==> config.mk <==
export PLATFORM = sky130hd
export DESIGN_NAME = flag_gen
export DESIGN_NICKNAME = d
export VERILOG_FILES = /design/src/rtl/flag_gen_pkg.sv /design/src/rtl/flag_arith.sv /design/src/rtl/flag_ctl_bank.sv /design/src/rtl/flag_gen.sv
export SDC_FILE = /design/constraint.sdc
export NUM_CORES = 1
export LEC_CHECK = 0
export BUFFER_PORTS_ARGS = -buffer_cell sky130_fd_sc_hd__buf_4
export CORE_MARGIN = 2
export CORE_UTILIZATION = 28
export CTS_CLUSTER_DIAMETER = 30
export CTS_CLUSTER_SIZE = 10
export DETAILED_ROUTE_END_ITERATION = 10
export GPL_ROUTABILITY_DRIVEN = 0
export PLACE_DENSITY = 0.74
export SLEW_MARGIN = 20
export SYNTH_ARGS = -nofsm -noshare
export SYNTH_HDL_FRONTEND = slang
export SYNTH_SLANG_ARGS = --single-unit
export TNS_END_PERCENT = 1
==> constraint.sdc <==
create_clock -name clk_i -period 0.8 [get_ports clk_i]
set_input_delay 0.16 -clock clk_i [delete_from_list [all_inputs] [get_ports clk_i]]
set_output_delay 0.16 -clock clk_i [all_outputs]
set_load 0.005 [all_outputs]
==> src/rtl/flag_gen_pkg.sv <==
package flag_gen_pkg;
  localparam int unsigned DATA_W = 16;
  localparam int unsigned CTL_N  = 3;

  typedef enum logic [1:0] {
    OP_ADD   = 2'd0,
    OP_SUB   = 2'd1,
    OP_LOGIC = 2'd2,
    OP_RSVD  = 2'd3
  } op_cls_e;

  typedef struct packed {
    logic ovf;
    logic sign;
    logic zero;
    logic aux;
    logic par;
    logic cy;
  } status_t;
endpackage

==> src/rtl/flag_arith.sv <==
module flag_arith
  import flag_gen_pkg::*;
#(
  parameter int unsigned W = DATA_W
) (
  input  logic [W-1:0] a_i,
  input  logic [W-1:0] b_i,
  input  logic [W-1:0] r_i,
  input  logic         cy_i,
  input  op_cls_e      op_i,
  input  logic         byte_i,
  output status_t      st_o
);
  localparam int unsigned BW  = 8;
  localparam int unsigned NIB = 4;

  logic a_msb, b_msb, r_msb;
  logic zero_w, zero_b, ovf_add, ovf_sub, arith;

  always_comb begin
    a_msb  = byte_i ? a_i[BW-1] : a_i[W-1];
    b_msb  = byte_i ? b_i[BW-1] : b_i[W-1];
    r_msb  = byte_i ? r_i[BW-1] : r_i[W-1];
    zero_w = (r_i == '0);
    zero_b = (r_i[BW-1:0] == '0);
    ovf_add = (a_msb == b_msb) && (r_msb != a_msb);
    ovf_sub = (a_msb != b_msb) && (r_msb != a_msb);
    arith   = (op_i == OP_ADD) || (op_i == OP_SUB);

    st_o.sign = r_msb;
    st_o.zero = byte_i ? zero_b : zero_w;
    st_o.par  = ~^r_i[BW-1:0];
    st_o.cy   = arith & cy_i;
    // carry/borrow into bit 4 leaves its trace in the bit-4 sum
    st_o.aux  = arith & (a_i[NIB] ^ b_i[NIB] ^ r_i[NIB]);
    st_o.ovf  = (op_i == OP_ADD) ? ovf_add :
                (op_i == OP_SUB) ? ovf_sub : 1'b0;
  end
endmodule

==> src/rtl/flag_ctl_bank.sv <==
module flag_ctl_bank #(
  parameter int unsigned N = 3
) (
  input  logic         clk_i,
  input  logic         rst_ni,
  input  logic [N-1:0] set_i,
  input  logic [N-1:0] clr_i,
  output logic [N-1:0] q_o
);
  for (genvar g = 0; g < N; g++) begin : g_bit
    always_ff @(posedge clk_i or negedge rst_ni) begin
      if (!rst_ni)       q_o[g] <= 1'b0;
      else if (clr_i[g]) q_o[g] <= 1'b0;
      else if (set_i[g]) q_o[g] <= 1'b1;
    end

    AST_CLR_WINS: assert property (@(posedge clk_i) disable iff (!rst_ni)
      clr_i[g] |=> !q_o[g]);
    AST_SET_TAKES: assert property (@(posedge clk_i) disable iff (!rst_ni)
      set_i[g] && !clr_i[g] |=> q_o[g]);
    AST_CTL_KEEP: assert property (@(posedge clk_i) disable iff (!rst_ni)
      !set_i[g] && !clr_i[g] |=> $stable(q_o[g]));
  end
endmodule

==> src/rtl/flag_gen.sv <==
module flag_gen
  import flag_gen_pkg::*;
(
  input  logic        clk_i,
  input  logic        rst_ni,
  input  logic [15:0] opnd_a_i,
  input  logic [15:0] opnd_b_i,
  input  logic [15:0] result_i,
  input  logic        carry_i,
  input  logic [1:0]  op_i,
  input  logic        byte_i,
  input  logic        update_i,
  input  logic [2:0]  ctl_set_i,
  input  logic [2:0]  ctl_clr_i,
  output logic [8:0]  flags_o
);
  op_cls_e      op_cls;
  status_t      st_next, st_q;
  logic [CTL_N-1:0] ctl_q;
  logic         st_we;

  assign op_cls = op_cls_e'(op_i);
  assign st_we  = update_i && (op_cls != OP_RSVD);

  flag_arith #(.W(DATA_W)) u_arith (
    .a_i   (opnd_a_i),
    .b_i   (opnd_b_i),
    .r_i   (result_i),
    .cy_i  (carry_i),
    .op_i  (op_cls),
    .byte_i(byte_i),
    .st_o  (st_next)
  );

  flag_ctl_bank #(.N(CTL_N)) u_ctl (
    .clk_i (clk_i),
    .rst_ni(rst_ni),
    .set_i (ctl_set_i),
    .clr_i (ctl_clr_i),
    .q_o   (ctl_q)
  );

  always_ff @(posedge clk_i or negedge rst_ni) begin
    if (!rst_ni)    st_q <= '0;
    else if (st_we) st_q <= st_next;
  end

  // packed layout: ovf | dir intr trap | sign zero aux par cy
  assign flags_o = {st_q.ovf, ctl_q, st_q.sign, st_q.zero, st_q.aux, st_q.par, st_q.cy};

  AST_LOGIC_CLEARS: assert property (@(posedge clk_i) disable iff (!rst_ni)
    update_i && op_i == 2'd2 |=> !flags_o[0] && !flags_o[2] && !flags_o[8]);
  AST_CARRY_FOLLOWS: assert property (@(posedge clk_i) disable iff (!rst_ni)
    update_i && op_i[1] == 1'b0 |=> flags_o[0] == $past(carry_i));
  AST_STATUS_HOLD: assert property (@(posedge clk_i) disable iff (!rst_ni)
    !update_i || op_i == 2'd3 |=> $stable({flags_o[8], flags_o[4:0]}));
  AST_ZERO_WORD: assert property (@(posedge clk_i) disable iff (!rst_ni)
    update_i && op_i != 2'd3 && !byte_i && result_i == 16'h0 |=> flags_o[3]);
  AST_SIGN_WORD: assert property (@(posedge clk_i) disable iff (!rst_ni)
    update_i && op_i != 2'd3 && !byte_i |=> flags_o[4] == $past(result_i[15]));
endmodule

==> results of run 1 <==
[timing repair]
action / 4_1_cts / 5_1_grt
gates resized for setup: 9 / 3
buffers inserted: 0 / 1
hold buffers: 1 / 0
pin swaps: 0 / 0
endpoints found under the setup margin: 9 / 12
hold endpoints to repair: 9 / 0
[cells in the final DEF, fill, tap and decap left out, drive strengths merged]
master / instances
ha: 4
xnor2: 6
nand2: 9
o31ai: 2
dfrtp: 9
mux2i: 2
o41ai: 1
clkbuf: 4
nor4: 2
nor2: 7
nand3b: 1
buf: 53
dlygate4sd3: 1
xor2: 4
a21oi: 2
nand4: 1
o21ai: 2
inv: 8
[metrics by stage]
| stage | setup WS, ns | util | hold slack (ns) | setup TNS [ns] |
|---|---|---|---|---|
| final | -0.1398 | 0.5951 | 0.04369 | -1.129 |
| after global routing | -0.1664 | 0.5951 | 0.03605 | -1.480 |
| after CTS | -0.1517 | 0.5840 | 0.03063 | -1.255 |
| after detailed placement | -0.2733 | 0.5475 | -0.01083 | -1.046 |
| after global placement | -0.2371 | 0.5475 | -0.01314 | -0.8770 |
| after floorplan | -0.09755 | - | -0.1356 | -0.1829 |
[state kept, by name (all words and copies together) (netlist names)]
register	count
flags_o	6
u_ctl.q_o	3
[final timing paths]
check / end / slack [ns] / cells past startpoint
worst max-delay path: flags_o[4] / -0.14 / 1
worst min-delay path: u_ctl.q_o[2] / 0.04 / 2
worst max register to register: u_ctl.q_o[0] / 0.04 / 3
worst min register to register: flags_o[0] / 0.49 / 2
max in group asynchronous: u_ctl.q_o[1] / 0.41 / 2
min in group asynchronous: flags_o[0] / 0.25 / 2
[area by class of cell]
type                       count  share of cell area
clock buffer                   4             0.02298
inverter                       8             0.04376
multi-input combinational     43              0.3206
sequential                     9              0.1969
tap                           27             0.02954
timing repair buffer          54              0.3862
[power by group]
group / internal (mW) / switching (mW)
sequential: 0.506 / 0.0356
clock: 0.192 / 0.160
combinational: 0.355 / 0.196
total: 1.05 / 0.392
[kinds of logic (layout without fill, tap and decap cells)]
group	after synthesis	count (layout)
AO/OA/AOI/OAI	7	7
XOR/XNOR	10	10
adder cells (fa/ha/maj)	4	4
buffers and inverters	9	66
flip-flops	9	9
multiplexers	2	2
AND/OR/NAND/NOR	20	20
[metal layers]
layer / vias up / track usage
met5: - / 0
met4: 0 / 0.07143
met3: 2 / 0.04630
met2: 32 / 0.2269
met1: 278 / 0.1578
li1: 313 / -
==> results.ini, run 1 <==
[drt]
drt_iter0_drc=5
vias_per_cell=4.310
num_vias=625
drc=0
dr_wl_met2_um=728
routed.top_layer=met4
dr.pass1.iters=4
ant_nets=0
drt-wirelength-per-cell_um=9.876
wl_met3_um=145
wl_met1_um=551
wl_um=1432

[logic_synthesis]
ys_seq_area_frac=0.4063
dominantRegCellSynth=dfrtp_1
synth_seq_cells=9
syn_nets=126
avgSynthCellArea_um2=9.087
synth_fa_ha_area_frac=0.09029
async_flop_share=1.000
synthCells=61
synth_warnings=0
synth_top_family_by_area=XOR/XNOR gates
synth_edf_count=0
syn_area_um2=554.3
synth_largest_area_cell=dfrtp_1
yosys.area_share.simple=0.1558
synth_top_area_frac=0.4063
synth_xor_area_frac=0.1580
ys_types=16
muxShareOfSynthArea=0.03612
synthTopCellsByArea=dfrtp_1, xnor2_1, ha_1, xor2_1, nand2_1
synth-compound-area-share=0.09255
synth_top_cells_by_count=dfrtp_1, nand2_1, inv_1, nor2_1, xnor2_1

[power_and_ir_drop]
total_power_mw=1.444
power_density_nw_per_um2=1263
max-vdd-ir-drop_mv=0.5955
p_leak_nw=0.5725

[timing]
fin_skew_ns=0
finalCritPeriodShare=1.175
finalHoldViolations=0
rsz0062_at_grt=yes
tightest_slew_ns=0.2732
setup_viol=9
setup_ws_ns=-0.1398
finalCriticalPeriod_ns=0.9398
slew_headroom=0.8174
drv_slew=0
fmax_mhz=1064

[run]
drv_cap=0

[finish]
multiInputGateArea_um2=366.6
design_area_um2=1144
stdcell_count=145
drive_gt1_frac=0.5932
fill_cells=182
area_delta_synth_final_pct=106.3
finalNetCount=184
regArea_um2=225.2
n_antenna_cell=0

[worst_hold_path]
hold_start=ctl_clr_i[2]
hold_class=in -> reg

[die]
initial_utilization=0.2884
fp.coreArea_um2=1922
die_area_um2=2351
die_y_um=48.49
die_w_um=48.49
placementRows=16
io_pins=70

[placement]
place_area_um2=1052
portBuffers=43
dp_cells=139
hpwl_um=1230

[cts]
cts_root_buf=clkbuf_4
cts_sinks=9
clockBufferDepth=2
htreeDepth=1
cts_tree=built
worstSkewPairLatency_ns=0.26
cts_made_buffers=3
clkTransAtPathRegs_ns=0.06

[setup_path]
required_ns=0.64
startpoint=flags_o[4]
critPathLaunchType=flip-flop
crit_path_end_kind=output pin
slowest_delay_ns=0.40
critPathArrivalTime_ns=0.78
path_delay_family=flip-flops
crit_slowest_cell=dfrtp_1
timing.rr.start=u_ctl.q_o[0]
cp_cell_sequence=buf_6
critPathMaxFanout=2
path_buf_inv=1
worstSetupPathType=reg -> out

[grt]
grt_pass1_wl_um=2504
grt_max_degree=10
grt_pass1_vias=622
grt_util_all_layers=0.1373
antenna_found_initial=0
grt-ovfl-total=0

[status]
status=complete, but fails checks
violations=negative setup slack

No activity file was read; power rests on OpenSTA's default activity.
==> inputs of run 2 (changes only) <==
--- a/config.mk
+++ b/config.mk
@@ -5,13 +5,14 @@
 export SDC_FILE = /design/constraint.sdc
 export NUM_CORES = 1
 export LEC_CHECK = 0
-export BUFFER_PORTS_ARGS = -buffer_cell sky130_fd_sc_hd__buf_4
+export BUFFER_PORTS_ARGS = -buffer_cell sky130_fd_sc_hd__buf_2
 export CORE_MARGIN = 2
 export CORE_UTILIZATION = 28
 export CTS_CLUSTER_DIAMETER = 30
 export CTS_CLUSTER_SIZE = 10
 export DETAILED_ROUTE_END_ITERATION = 10
 export GPL_ROUTABILITY_DRIVEN = 0
+export HOLD_SLACK_MARGIN = 0.06
 export PLACE_DENSITY = 0.74
 export SLEW_MARGIN = 20
 export SYNTH_ARGS = -nofsm -noshare
==> results.ini, run 2 (same netlist as run 1, synthesis figures left out) <==
[cts]
cts_made_buffers=3  ; unchanged
worstSkewPairLatency_ns=0.25  ; about the same
htreeDepth=1  ; unchanged
cts_sinks=9  ; unchanged
clockBufferDepth=2  ; unchanged
post_cts_buffers=0  ; unchanged
clkTransAtPathRegs_ns=0.06  ; about the same
cts_tree=built
cts_root_buf=clkbuf_4

[drt]
drt-wirelength-per-cell_um=9.411  ; -4.7%
drc=0  ; unchanged
wl_um=1374  ; -4.1%
ant_nets=0  ; unchanged
drt_iter0_drc=1  ; -4
vias_per_cell=4.089  ; -5.1%
num_vias=597  ; -4.5%
dr.pass1.iters=2  ; -2

[power_and_ir_drop]
seqPwrFrac=0.401  ; +0.026
p_leak_nw=0.5336  ; -6.8%
p_comb_frac=0.346  ; -0.035
total_power_mw=1.319  ; -8.7%
max-vdd-ir-drop_mv=0.5320  ; -11%
pwr-share-clk=0.253  ; +0.009
sw_frac_of_total=0.2746  ; +0.003432
power.switching_mw=0.3621  ; -7.5%
power_density_nw_per_um2=1297  ; +2.7%
intPower_mw=0.9568  ; -9.1%

[die]
die_w_um=48.49  ; unchanged
die_y_um=48.49  ; unchanged
fp.coreArea_um2=1922  ; unchanged
initial_utilization=0.2884  ; unchanged
io_pins=70  ; unchanged
placementRows=16  ; unchanged
die_area_um2=2351  ; unchanged

[setup_path]
timing.rr.end=flags_o[8]
crit_path_end_kind=output pin
cp_cell_sequence=buf_2
critPathMaxFanout=2  ; unchanged
path_delay_family=flip-flops
required_ns=0.64  ; about the same
critPathLaunchType=flip-flop
path_buf_inv=1  ; unchanged
crit_slowest_cell=dfrtp_1
worstSetupPathType=reg -> out
critPathArrivalTime_ns=0.77  ; about the same
timing.rr.start=flags_o[8]
r2r_cells=2  ; -1
slowest_delay_ns=0.38  ; -0.02 ns
rrSetupSlack_ns=0.16  ; +0.12 ns

[grt]
grt_util_all_layers=0.1285  ; -0.008751
grt-ovfl-total=0  ; unchanged
grt_max_degree=10  ; unchanged
grt_pass1_vias=575  ; -7.6%
grt_pass1_wl_um=2290  ; -8.5%
antenna_found_initial=0  ; unchanged

[timing]
drv_slew=0  ; unchanged
finalCritPeriodShare=1.157  ; -0.01756
tightest_slew_ns=0.2347  ; -0.03849 ns
rsz0062_at_grt=yes
finalHoldViolations=0  ; unchanged
setup_ws_ns=-0.1257  ; +0.01405 ns
finalCriticalPeriod_ns=0.9257  ; -0.01405 ns
setup_viol=10  ; +1
whs_ns=0.1347  ; +0.09102 ns
fmax_mhz=1080  ; +1.5%
slew_headroom=0.8418  ; +0.02439
fin_skew_ns=0  ; unchanged

[finish]
fill_cells=195  ; +7.1%
final_common_cell=buf_2
largest_reg_flops=6  ; unchanged
finalNetCount=185  ; +0.54%
mostFrequentLayoutCells=buf_2, nand2_1, dfrtp_1, buf_4, nor2_1
design_area_um2=1017  ; -11%
stdcell_count=146  ; +0.69%
n_antenna_cell=0  ; unchanged
drive_gt1_frac=0.5714  ; -0.02179
area_delta_synth_final_pct=83.52

[placement]
dp_cells=138  ; -0.72%
place_area_um2=937.1  ; -11%
pre_cts_slack_ns=-0.2727  ; +0.0006140 ns
portBuffers=43  ; unchanged

[worst_hold_path]
hold_start=ctl_set_i[2]
hold_end=u_ctl.q_o[2]
hold_class=in -> reg
whs_path_depth=3  ; +1

[status]
status=complete, but fails checks
violations=negative setup slack

[run]
drv_cap=0  ; unchanged

run 2: cell types whose count changed in the layout (fill, tap and decap cells not counted), sizes merged:
cell / before / now
dlygate4sd3: 1 / 4
buf: 53 / 51
run 2: metal layers:
metal | global-route usage | vias to the layer above | share of wire
li1 | - | 316 | -
met4 | 0.07143 | 0 | 0.0058
met2 | 0.2222 | 30 | 0.48
met5 | 0 | - | 0
met3 | 0.03704 | 2 | 0.093
met1 | 0.1415 | 249 | 0.42
run 2: power groups by stage:
stage	Clock (mW)	Combinational, mW	Sequential, mW
6_report	0.334	0.457	0.528
5_1_grt	0.391	0.510	0.535
4_1_cts	0.360	0.453	0.529
3_5_place_dp	0	0.437	0.537
3_3_place_gp	0	0.424	0.536
2_1_floorplan	0	0.205	0.544
run 2: final cells by class:
type	instances	area, µm²	share of cell area
Clock buffer	4	26.28	0.02583
Inverter	8	50.05	0.04920
Multi-Input combinational cell	43	366.6	0.3604
Sequential cell	9	225.2	0.2214
Tap cell	27	33.78	0.03321
Timing Repair Buffer	55	315.3	0.3100
run 2: how the worst max path moves through the flow:
stage	from	endpoint	slack (ns)	depth (start not counted)
2_1_floorplan	result_i[6]	flags_o[1]	-0.1	5
3_3_place_gp	result_i[6]	flags_o[1]	-0.26	6
3_5_place_dp	result_i[6]	flags_o[1]	-0.27	6
4_1_cts	flags_o[8]	flags_o[8]	-0.15	1
5_1_grt	flags_o[8]	flags_o[8]	-0.17	1
6_report	flags_o[8]	flags_o[8]	-0.13	1
run 2: worst register-to-register path, stage by stage, from the launching register on:
cell	delay (ns)
dfrtp_1	0.38
nand2_1	0.08
o41ai_2	0.06
run 2: per-stage QoR:
| stage | util | TNS, ns |
|---|---|---|
| global placement | 0.4876 | -0.7743 |
| floorplan | - | -0.1829 |
| finish | 0.5293 | -0.9953 |
| CTS | 0.5221 | -1.154 |
| detailed placement | 0.4876 | -0.8501 |
| global route | 0.5293 | -1.421 |
run 2: what timing repair did:
item                                   CTS  global route
cloned                                   0             0
hold buffers                             4             0
setup endpoints to repair               11            12
pin swaps                                1             0
resized for setup                        0             2
endpoints found under the hold margin   12             0
==> inputs of run 3 (changes only) <==
==> constraint.sdc (replaced) <==
create_clock -name clk_i -period 0.8 [get_ports clk_i]
set_input_delay 0.04 -clock clk_i [delete_from_list [all_inputs] [get_ports clk_i]]
set_output_delay 0.04 -clock clk_i [all_outputs]
set_load 0.005 [all_outputs]
==> results.ini, run 3 (same netlist as run 1, synthesis figures left out) <==
[power_and_ir_drop]
power.switching_mw=0.3682  ; +1.7%
max-vdd-ir-drop_mv=0.6062  ; +14%
total_power_mw=1.354  ; +2.6%
p_comb_frac=0.353  ; +0.007
intPower_mw=0.9855  ; +3.0%
seqPwrFrac=0.390  ; -0.011
sw_frac_of_total=0.2720  ; -0.002554
p_leak_nw=0.5745  ; +7.7%
pwr-share-clk=0.257  ; +0.004
power_density_nw_per_um2=1264  ; -2.5%

[run]
drv_cap=0  ; unchanged

[cts]
clockBufferDepth=2  ; unchanged
htreeDepth=1  ; unchanged
cts_made_buffers=3  ; unchanged
cts_tree=built
clkTransAtPathRegs_ns=0.06  ; about the same
cts_root_buf=clkbuf_4
cts_sinks=9  ; unchanged
worstSkewPairLatency_ns=0.26  ; about the same

[die]
die_area_um2=2351  ; unchanged
placementRows=16  ; unchanged
fp.coreArea_um2=1922  ; unchanged
initial_utilization=0.2884  ; unchanged
die_w_um=48.49  ; unchanged
die_y_um=48.49  ; unchanged
io_pins=70  ; unchanged

[drt]
dr.pass1.iters=1  ; -1
drt_iter0_drc=0  ; -1
vias_per_cell=4.115  ; +0.63%
num_vias=646  ; +8.2%
drt-wirelength-per-cell_um=9.350  ; -0.64%
drc=0  ; unchanged
wl_um=1468  ; +6.8%
ant_nets=0  ; unchanged

[worst_hold_path]
whs_path_depth=3  ; unchanged
hold_start=op_i[1]
hold_end=flags_o[8]
hold_class=in -> reg

[timing]
setup_viol=4  ; -6
finalCriticalPeriod_ns=0.8079  ; -0.1178 ns
setup_ws_ns=-0.007944  ; +0.1178 ns
finalCritPeriodShare=1.010  ; -0.1472
rsz0062_at_grt=yes
slew_headroom=0.8089  ; -0.03293
tightest_slew_ns=0.2840  ; +0.04935 ns
whs_ns=0.08840  ; -0.04631 ns
finalHoldViolations=0  ; unchanged
drv_slew=0  ; unchanged
setup_tns_ns=-0.01879  ; +0.9765 ns
fmax_mhz=1238  ; +15%
fin_skew_ns=0  ; unchanged

[setup_path]
path_delay_family=flip-flops
crit_slowest_cell=dfrtp_1
cp_cell_sequence=buf_2
r2r_cells=3  ; +1
worstSetupPathType=reg -> out
critPathMaxFanout=2  ; unchanged
required_ns=0.76  ; +0.12 ns
timing.rr.start=flags_o[8]
critPathLaunchType=flip-flop
timing.rr.end=flags_o[8]
rrSetupSlack_ns=0.06  ; -0.10 ns
slowest_delay_ns=0.38  ; about the same
path_buf_inv=1  ; unchanged
critPathArrivalTime_ns=0.77  ; about the same
crit_path_end_kind=output pin

[finish]
n_antenna_cell=0  ; unchanged
finalNetCount=196  ; +5.9%
fill_cells=201  ; +3.1%
largest_reg_flops=6  ; unchanged
mostFrequentLayoutCells=buf_2, buf_4, nand2_1, dfrtp_1, dlygate4sd3_1
drive_gt1_frac=0.5462  ; -0.02527
area_delta_synth_final_pct=93.23
design_area_um2=1071  ; +5.3%
final_common_cell=buf_2

[grt]
grt_max_degree=10  ; unchanged
antenna_found_initial=0  ; unchanged
grt-ovfl-total=0  ; unchanged
grt_util_all_layers=0.1390  ; +0.01046
grt_pass1_wl_um=2580  ; +13%
grt_pass1_vias=651  ; +13%

[placement]
place_area_um2=932.1  ; -0.53%
portBuffers=43  ; unchanged
hpwl_um=1219

[status]
violations=negative setup slack
status=complete, but fails checks

run 3: worst min-delay path, stage by stage:
cell,delay (ns)
buf_2,0.09
buf_4,0.11
o41ai_2,0.07
run 3: worst max path at each step:
stage / start / slack [ns] / endpoint / cells after the start
after global placement: result_i[0] / -0.12 / flags_o[1] / 6
after global routing: u_ctl.q_o[0] / -0.04 / flags_o[5] / 1
after floorplan: result_i[4] / 0.008 / flags_o[1] / 5
after detailed placement: result_i[0] / -0.15 / flags_o[1] / 6
after CTS: flags_o[3] / -0.02 / flags_o[3] / 1
final: u_ctl.q_o[0] / -0.008 / flags_o[5] / 1
run 3: layer usage:
layer / up-vias / global-route usage / wire (µm)
met3: 2 / 0.03704 / 141
met4: 0 / 0.05714 / 19
met1: 270 / 0.1667 / 632
met5: - / 0 / 0
met2: 36 / 0.2361 / 675
li1: 338 / - / -
run 3: stage by stage:
step	util	instances	setup slack [ns]
floorplan	-	61	0.008356
global placement	0.4850	141	-0.1231
detailed placement	0.4850	141	-0.1472
CTS	0.5495	155	-0.01859
global route	0.5573	157	-0.04172
finish	0.5573	157	-0.007944
run 3: cell type report:
cell class | instances | area, µm² | area share
inverter | 8 | 30.03 | 0.02804
multi-input combinational | 43 | 345.3 | 0.3224
tap | 27 | 33.78 | 0.03154
sequential | 9 | 225.2 | 0.2103
clock buffer | 4 | 26.28 | 0.02453
timing repair buffer | 66 | 410.4 | 0.3832
run 3: timing repair:
| action | CTS | global route |
|---|---|---|
| cloned | 0 | 0 |
| hold buffers | 9 | 0 |
| setup buffers | 1 | 2 |
| resized for setup | 0 | 0 |
| endpoints found under the hold margin | 13 | 0 |
| endpoints found under the setup margin | 9 | 9 |
run 3: power by group through the flow:
stage	clock (mW)	combinational [mW]	sequential, mW
after floorplan	0	0.186	0.544
after global placement	0	0.409	0.536
after detailed placement	0	0.421	0.538
after CTS	0.365	0.456	0.529
after global routing	0.391	0.537	0.535
final	0.347	0.478	0.528
